[src/rtl/ts_cap_pkg.sv]
package ts_cap_pkg;

    typedef enum logic {
        SLOT_EMPTY = 1'b0,
        SLOT_HELD  = 1'b1
    } slot_state_e;

    typedef enum logic [1:0] {
        OFS_STATUS = 2'd0,
        OFS_DLO    = 2'd1,
        OFS_DHI    = 2'd2,
        OFS_ENABLE = 2'd3
    } reg_ofs_e;

    localparam int unsigned VALID_BIT = 16;

endpackage

[src/rtl/ts_slot.sv]
module ts_slot
    import ts_cap_pkg::*;
#(
    parameter int unsigned TIME_W = 64
) (
    input  logic              clk,
    input  logic              rst_n,
    input  logic              evt,
    input  logic              en,
    input  logic              flush,
    input  logic [TIME_W-1:0] time_in,
    output logic              valid,
    output logic [TIME_W-1:0] stamp
);

    slot_state_e state_q, state_d;
    logic        capture;

    assign capture = evt && en && !flush && (state_q == SLOT_EMPTY);

    always_comb begin
        state_d = state_q;
        unique case (state_q)
            SLOT_EMPTY: if (capture) state_d = SLOT_HELD;
            SLOT_HELD:  if (flush)   state_d = SLOT_EMPTY;
            default:                 state_d = SLOT_EMPTY;
        endcase
    end

    always_ff @(posedge clk) begin
        if (!rst_n) state_q <= SLOT_EMPTY;
        else        state_q <= state_d;
    end

    always_ff @(posedge clk) begin
        if (!rst_n)       stamp <= '0;
        else if (capture) stamp <= time_in;
    end

    assign valid = (state_q == SLOT_HELD);

    a_r2_capture_loads: assert property (@(posedge clk) disable iff (!rst_n)
        (evt && en && !valid && !flush) |=> (valid && stamp == $past(time_in)));

    a_r3_held_stable: assert property (@(posedge clk) disable iff (!rst_n)
        (valid && !flush) |=> (valid && $stable(stamp)));

    a_r5_flush_wins: assert property (@(posedge clk) disable iff (!rst_n)
        flush |=> !valid);

    a_r6_disabled_stays_empty: assert property (@(posedge clk) disable iff (!rst_n)
        (!en && !valid) |=> !valid);

endmodule

[src/rtl/ts_regfile.sv]
module ts_regfile
    import ts_cap_pkg::*;
#(
    parameter int unsigned PATHS  = 2,
    parameter int unsigned DATA_W = 32,
    parameter int unsigned TIME_W = 64,
    parameter int unsigned ADDR_W = 3
) (
    input  logic                          clk,
    input  logic                          rst_n,
    input  logic                          wr,
    input  logic [ADDR_W-1:0]             waddr,
    input  logic [DATA_W-1:0]             wdata,
    input  logic [ADDR_W-1:0]             raddr,
    input  logic [PATHS-1:0]              valid,
    input  logic [PATHS-1:0][TIME_W-1:0]  stamp,
    output logic [PATHS-1:0]              flush,
    output logic [PATHS-1:0]              en,
    output logic [DATA_W-1:0]             rdata
);

    localparam int unsigned PW = ADDR_W - 2;

    logic [PW-1:0] wpath, rpath;
    reg_ofs_e      wofs, rofs;
    logic [PATHS-1:0] en_wr;

    assign wpath = waddr[ADDR_W-1:2];
    assign wofs  = reg_ofs_e'(waddr[1:0]);
    assign rpath = raddr[ADDR_W-1:2];
    assign rofs  = reg_ofs_e'(raddr[1:0]);

    always_comb begin
        for (int p = 0; p < PATHS; p++) begin
            en_wr[p] = wr && (wpath == PW'(p)) && (wofs == OFS_ENABLE);
            flush[p] = en_wr[p] ||
                       (wr && (wpath == PW'(p)) && (wofs == OFS_STATUS) && wdata[VALID_BIT]);
        end
    end

    generate
        for (genvar g = 0; g < PATHS; g++) begin : g_en
            always_ff @(posedge clk) begin
                if (!rst_n)       en[g] <= 1'b0;
                else if (en_wr[g]) en[g] <= wdata[0];
            end

            a_r6_enable_follows_write: assert property (@(posedge clk) disable iff (!rst_n)
                (wr && waddr == ADDR_W'(4*g + 3)) |=> (en[g] == $past(wdata[0])));
        end
    endgenerate

    always_comb begin
        rdata = '0;
        if (int'(rpath) < PATHS) begin
            unique case (rofs)
                OFS_STATUS: rdata[VALID_BIT] = valid[rpath];
                OFS_DLO:    if (valid[rpath]) rdata = stamp[rpath][DATA_W-1:0];
                OFS_DHI:    if (valid[rpath]) rdata = stamp[rpath][TIME_W-1:DATA_W];
                OFS_ENABLE: rdata[0] = en[rpath];
                default:    rdata = '0;
            endcase
        end
    end

endmodule

[src/rtl/ts_capture_latch.sv]
module ts_capture_latch
    import ts_cap_pkg::*;
#(
    parameter int unsigned DATA_W = 32,
    parameter int unsigned TIME_W = 2 * DATA_W
) (
    input  logic              clk,
    input  logic              rst_n,
    input  logic [TIME_W-1:0] time_now,
    input  logic              rx_event,
    input  logic              tx_event,
    input  logic              reg_wr,
    input  logic [2:0]        reg_waddr,
    input  logic [DATA_W-1:0] reg_wdata,
    input  logic [2:0]        reg_raddr,
    output logic [DATA_W-1:0] reg_rdata
);

    localparam int unsigned PATHS  = 2;
    localparam int unsigned ADDR_W = $clog2(PATHS) + 2;

    logic [PATHS-1:0]             evt, valid, flush, en;
    logic [PATHS-1:0][TIME_W-1:0] stamp;

    assign evt = {tx_event, rx_event};

    generate
        for (genvar g = 0; g < PATHS; g++) begin : g_slot
            ts_slot #(.TIME_W(TIME_W)) u_slot (
                .clk     (clk),
                .rst_n   (rst_n),
                .evt     (evt[g]),
                .en      (en[g]),
                .flush   (flush[g]),
                .time_in (time_now),
                .valid   (valid[g]),
                .stamp   (stamp[g])
            );
        end
    endgenerate

    ts_regfile #(
        .PATHS  (PATHS),
        .DATA_W (DATA_W),
        .TIME_W (TIME_W),
        .ADDR_W (ADDR_W)
    ) u_regs (
        .clk   (clk),
        .rst_n (rst_n),
        .wr    (reg_wr),
        .waddr (reg_waddr),
        .wdata (reg_wdata),
        .raddr (reg_raddr),
        .valid (valid),
        .stamp (stamp),
        .flush (flush),
        .en    (en),
        .rdata (reg_rdata)
    );

    a_r9_flush_isolated: assert property (@(posedge clk) disable iff (!rst_n)
        (flush[0] && !flush[1] && valid[1]) |=> valid[1]);

endmodule

[config.mk]
export PLATFORM = sky130hd
export DESIGN_NAME = ts_capture_latch
export DESIGN_NICKNAME = d
export VERILOG_FILES = /design/src/rtl/ts_cap_pkg.sv /design/src/rtl/ts_slot.sv /design/src/rtl/ts_regfile.sv /design/src/rtl/ts_capture_latch.sv
export SDC_FILE = /design/constraint.sdc
export NUM_CORES = 1
export LEC_CHECK = 0
export ABC_AREA = 1
export BUFFER_PORTS_ARGS = -buffer_cell sky130_fd_sc_hd__buf_4
export CORE_MARGIN = 2
export CORE_UTILIZATION = 45
export CTS_BUF_LIST = sky130_fd_sc_hd__clkbuf_4 sky130_fd_sc_hd__clkbuf_8
export DETAILED_ROUTE_END_ITERATION = 12
export PLACE_DENSITY = 0.66
export RECOVER_POWER = 50
export SYNTH_ARGS = -nofsm -noshare
export SYNTH_HDL_FRONTEND = slang
export SYNTH_SLANG_ARGS = --single-unit
[constraint.sdc]
create_clock -name clk -period 1.8 [get_ports clk]
set_clock_uncertainty 0.2 [all_clocks]
set_input_delay 0.36 -clock clk [delete_from_list [all_inputs] [get_ports clk]]
set_output_delay 0.36 -clock clk [all_outputs]
set_load 0.05 [all_outputs]
==> results.ini <==
[sta]
final_period_minus_worst_setup_slack_ns=2.20
setup_viol=111
worst_slew_pin_slew_ns=0.560
unrepaired_setup_endpoints_after_global_routing=true
fin_setup_tns_ns=-15.03
report.final.hold_viol_count=0
achievable-frequency_mhz=455
hold_ws_ns=0.0313
final_max_slew_viol_count=0
period_share_pct=122
worst_slew_margin_rel_pct=62.7
setup_ws_ns=-0.396

[placement]
dp_hpwl_um=14700
detailedPlace.worstSlack_ns=-0.345
buffer_ports.inserted=108
dpl-instance-area_sq_um=9570
place_congestion=0.817

[yosys]
mappedNetlistNets=1384
synth-seq-cells=132
synth_enable_flop_cells=0
post_synthesis_area_per_instance_sq_um=6.21
synth.yosys.seq_area_share_pct=33.5
yosys.cell_types.count=21
main_combinational_cell_family_by_area_after_synthesis=simple AND/OR/NAND/NOR gates
synth-warning-count=0
synth-simple-area-share_pct=34.0
asyncSetResetFlopFracSynth_pct=0
synthAdderAreaFrac_pct=0.952
synth_ff_type=dfxtp_1
synth_xor_area_share_pct=0
mappedNetlistArea_sq_um=7890
synth_compound_gate_area_share_pct=8.25
synthesized_instance_count=1271
synth_mux_area_share_pct=0

[power]
power.ir.vdd_worst_v=0.000521
total_leakage_power_nw=5.11
power.density_cell_area_nw_per_um2=618

[setup_path]
required_ns=1.24
ff2ff_path_depth=7
end_kind=output port
critPathMaxFanout=6
crit_path_start_kind=flop
worst-endpoint-arrival_ns=1.64
setup_crit_path_kind=flop to output port

[global_route]
overall_overflow_remaining_after_global_route=0
grt_pass1_vias=7541
grt_antenna_before_repair=1
grt_max_degree=53
total_global_routing_track_utilization_pct=26.5
grt_first_pass_wirelength_um=38000

[clocking]
cts_sinks=132
insertion_delay_ns=0.46
cts_tree=built
cts-htree-levels=4
clk_path_buf_depth=2
path_clk_slew_ns=0.07
cts-buffers-inserted=17
clock_tree.root_cell=clkbuf_8

[die]
die_y_um=136
initial_util_pct=45.8
die_outline_area_sq_um=18600
coreArea_sq_um=17200
number_of_placed_i_o_pins=139
die_w_um=136
fp-row-count=48

[route]
drc=0
post_drt_wl_per_cell_um=14.9
drt_pass1_iterations=6
first_drt_iteration_drcs=504
detail-route-antenna-nets=0
route.final.wire_length_um=24200
vias=8033
via_per_inst=4.93

[final_layout]
layout.nets=1506
area_growth_pct=32.7
mostFrequentLayoutCells=nand2_1, inv_1, dfxtp_1
final_common_cell=nand2_1
stdcell_area_sq_um=10500
antennaDiodeCount=0
fraction_of_layout_cells_with_a_size_suffix_above_1_pct=23.3
final_core_util_pct=60.7

[status]
status=complete, but fails checks
violated_checks=negative setup slack

[flow_run]
drv.max_cap_violation_count=0

[min_path]
worst_hold_path.num_cells=5
hold_class=primary input to flop

## worst max-delay path, cell delays in order, from the launching register on
cell     delay, ns
dfxtp_2       0.38
nand2_4       0.08
nand2_4       0.10
nand2_8       0.11
buf_12        0.17
a21oi_4       0.15
buf_6         0.18
## stage by stage
stage / std cells / power [mW]
3_5_place_dp: 1580 / 3.96
5_1_grt: 1629 / 6.75
4_1_cts: 1615 / 6.49
2_1_floorplan: 1271 / 3.62
3_3_place_gp: 1580 / 3.95
6_report: 1629 / 6.47
## power by group
part / switching [mW] / internal, mW
sequential: 0.0205 / 2.98
combinational: 0.547 / 0.409
clock: 1.16 / 1.36
total: 1.73 / 4.74
## metal layers
layer | wire (um) | vias to the layer above | GRT usage (%)
li1 | - | 4097 | -
met1 | 9900 | 3607 | 32.1
met2 | 11800 | 263 | 44.3
met3 | 1490 | 64 | 5.41
met4 | 1020 | 2 | 13.6
met5 | 14 | - | 0
## flip-flops by register name (all words and copies together), names as in the netlist
name                 cells
g_slot.u_slot.stamp    128
g_slot.u_slot.valid      2
u_regs.en                2
## cells by family (layout without fill, tap and decap cells)
group	Yosys count	in the layout
simple gates	609	609
buf+inv	425	558
flops	132	132
compound gates	99	99
fa+ha+maj	6	6
## path summary, 6_finish.rpt
path	start	to	slack [ns]
worst min-delay path	time_now[59]	g_slot[0].u_slot.stamp[59]	0.03
worst max-delay path	g_slot[1].u_slot.valid	reg_rdata[13]	-0.40
worst min register to register	u_regs.en[1]	u_regs.en[1]	0.30
worst max register to register	g_slot[0].u_slot.valid	g_slot[0].u_slot.stamp[24]	0.18
## synth_stat cells, types with 11 or more instances
cell type / n / area, sq um
nand2_1: 325 / 1220
inv_1: 294 / 1100
dfxtp_1: 132 / 2640
nor2_1: 131 / 492
nand4_1: 128 / 801
o211ai_1: 62 / 465
inv_2: 38 / 143
a21oi_1: 35 / 175
buf_2: 34 / 170
clkbuf_1: 25 / 93.8
buf_6: 24 / 270
nand2_2: 11 / 68.8
## cell type report
class                   count  area (sq um)
clock buffers              27           347
clock inverters             3          42.5
fillers                  1637          6770
inverters                 332          1250
multi-input cells         714          3880
flip-flops and latches    132          2650
well taps                 225           282
repair buffers            196          2020
## repair_timing
action | in CTS | in global routing
endpoints found under the hold margin | 2 | 0
pin swaps | 9 | 3
cloned | 2 | 6
hold buffers | 2 | 0
setup endpoints to repair | 32 | 79
gates resized for setup | 52 | 13
setup buffers | 1 | 8
(Power assumes the default switching activity.)
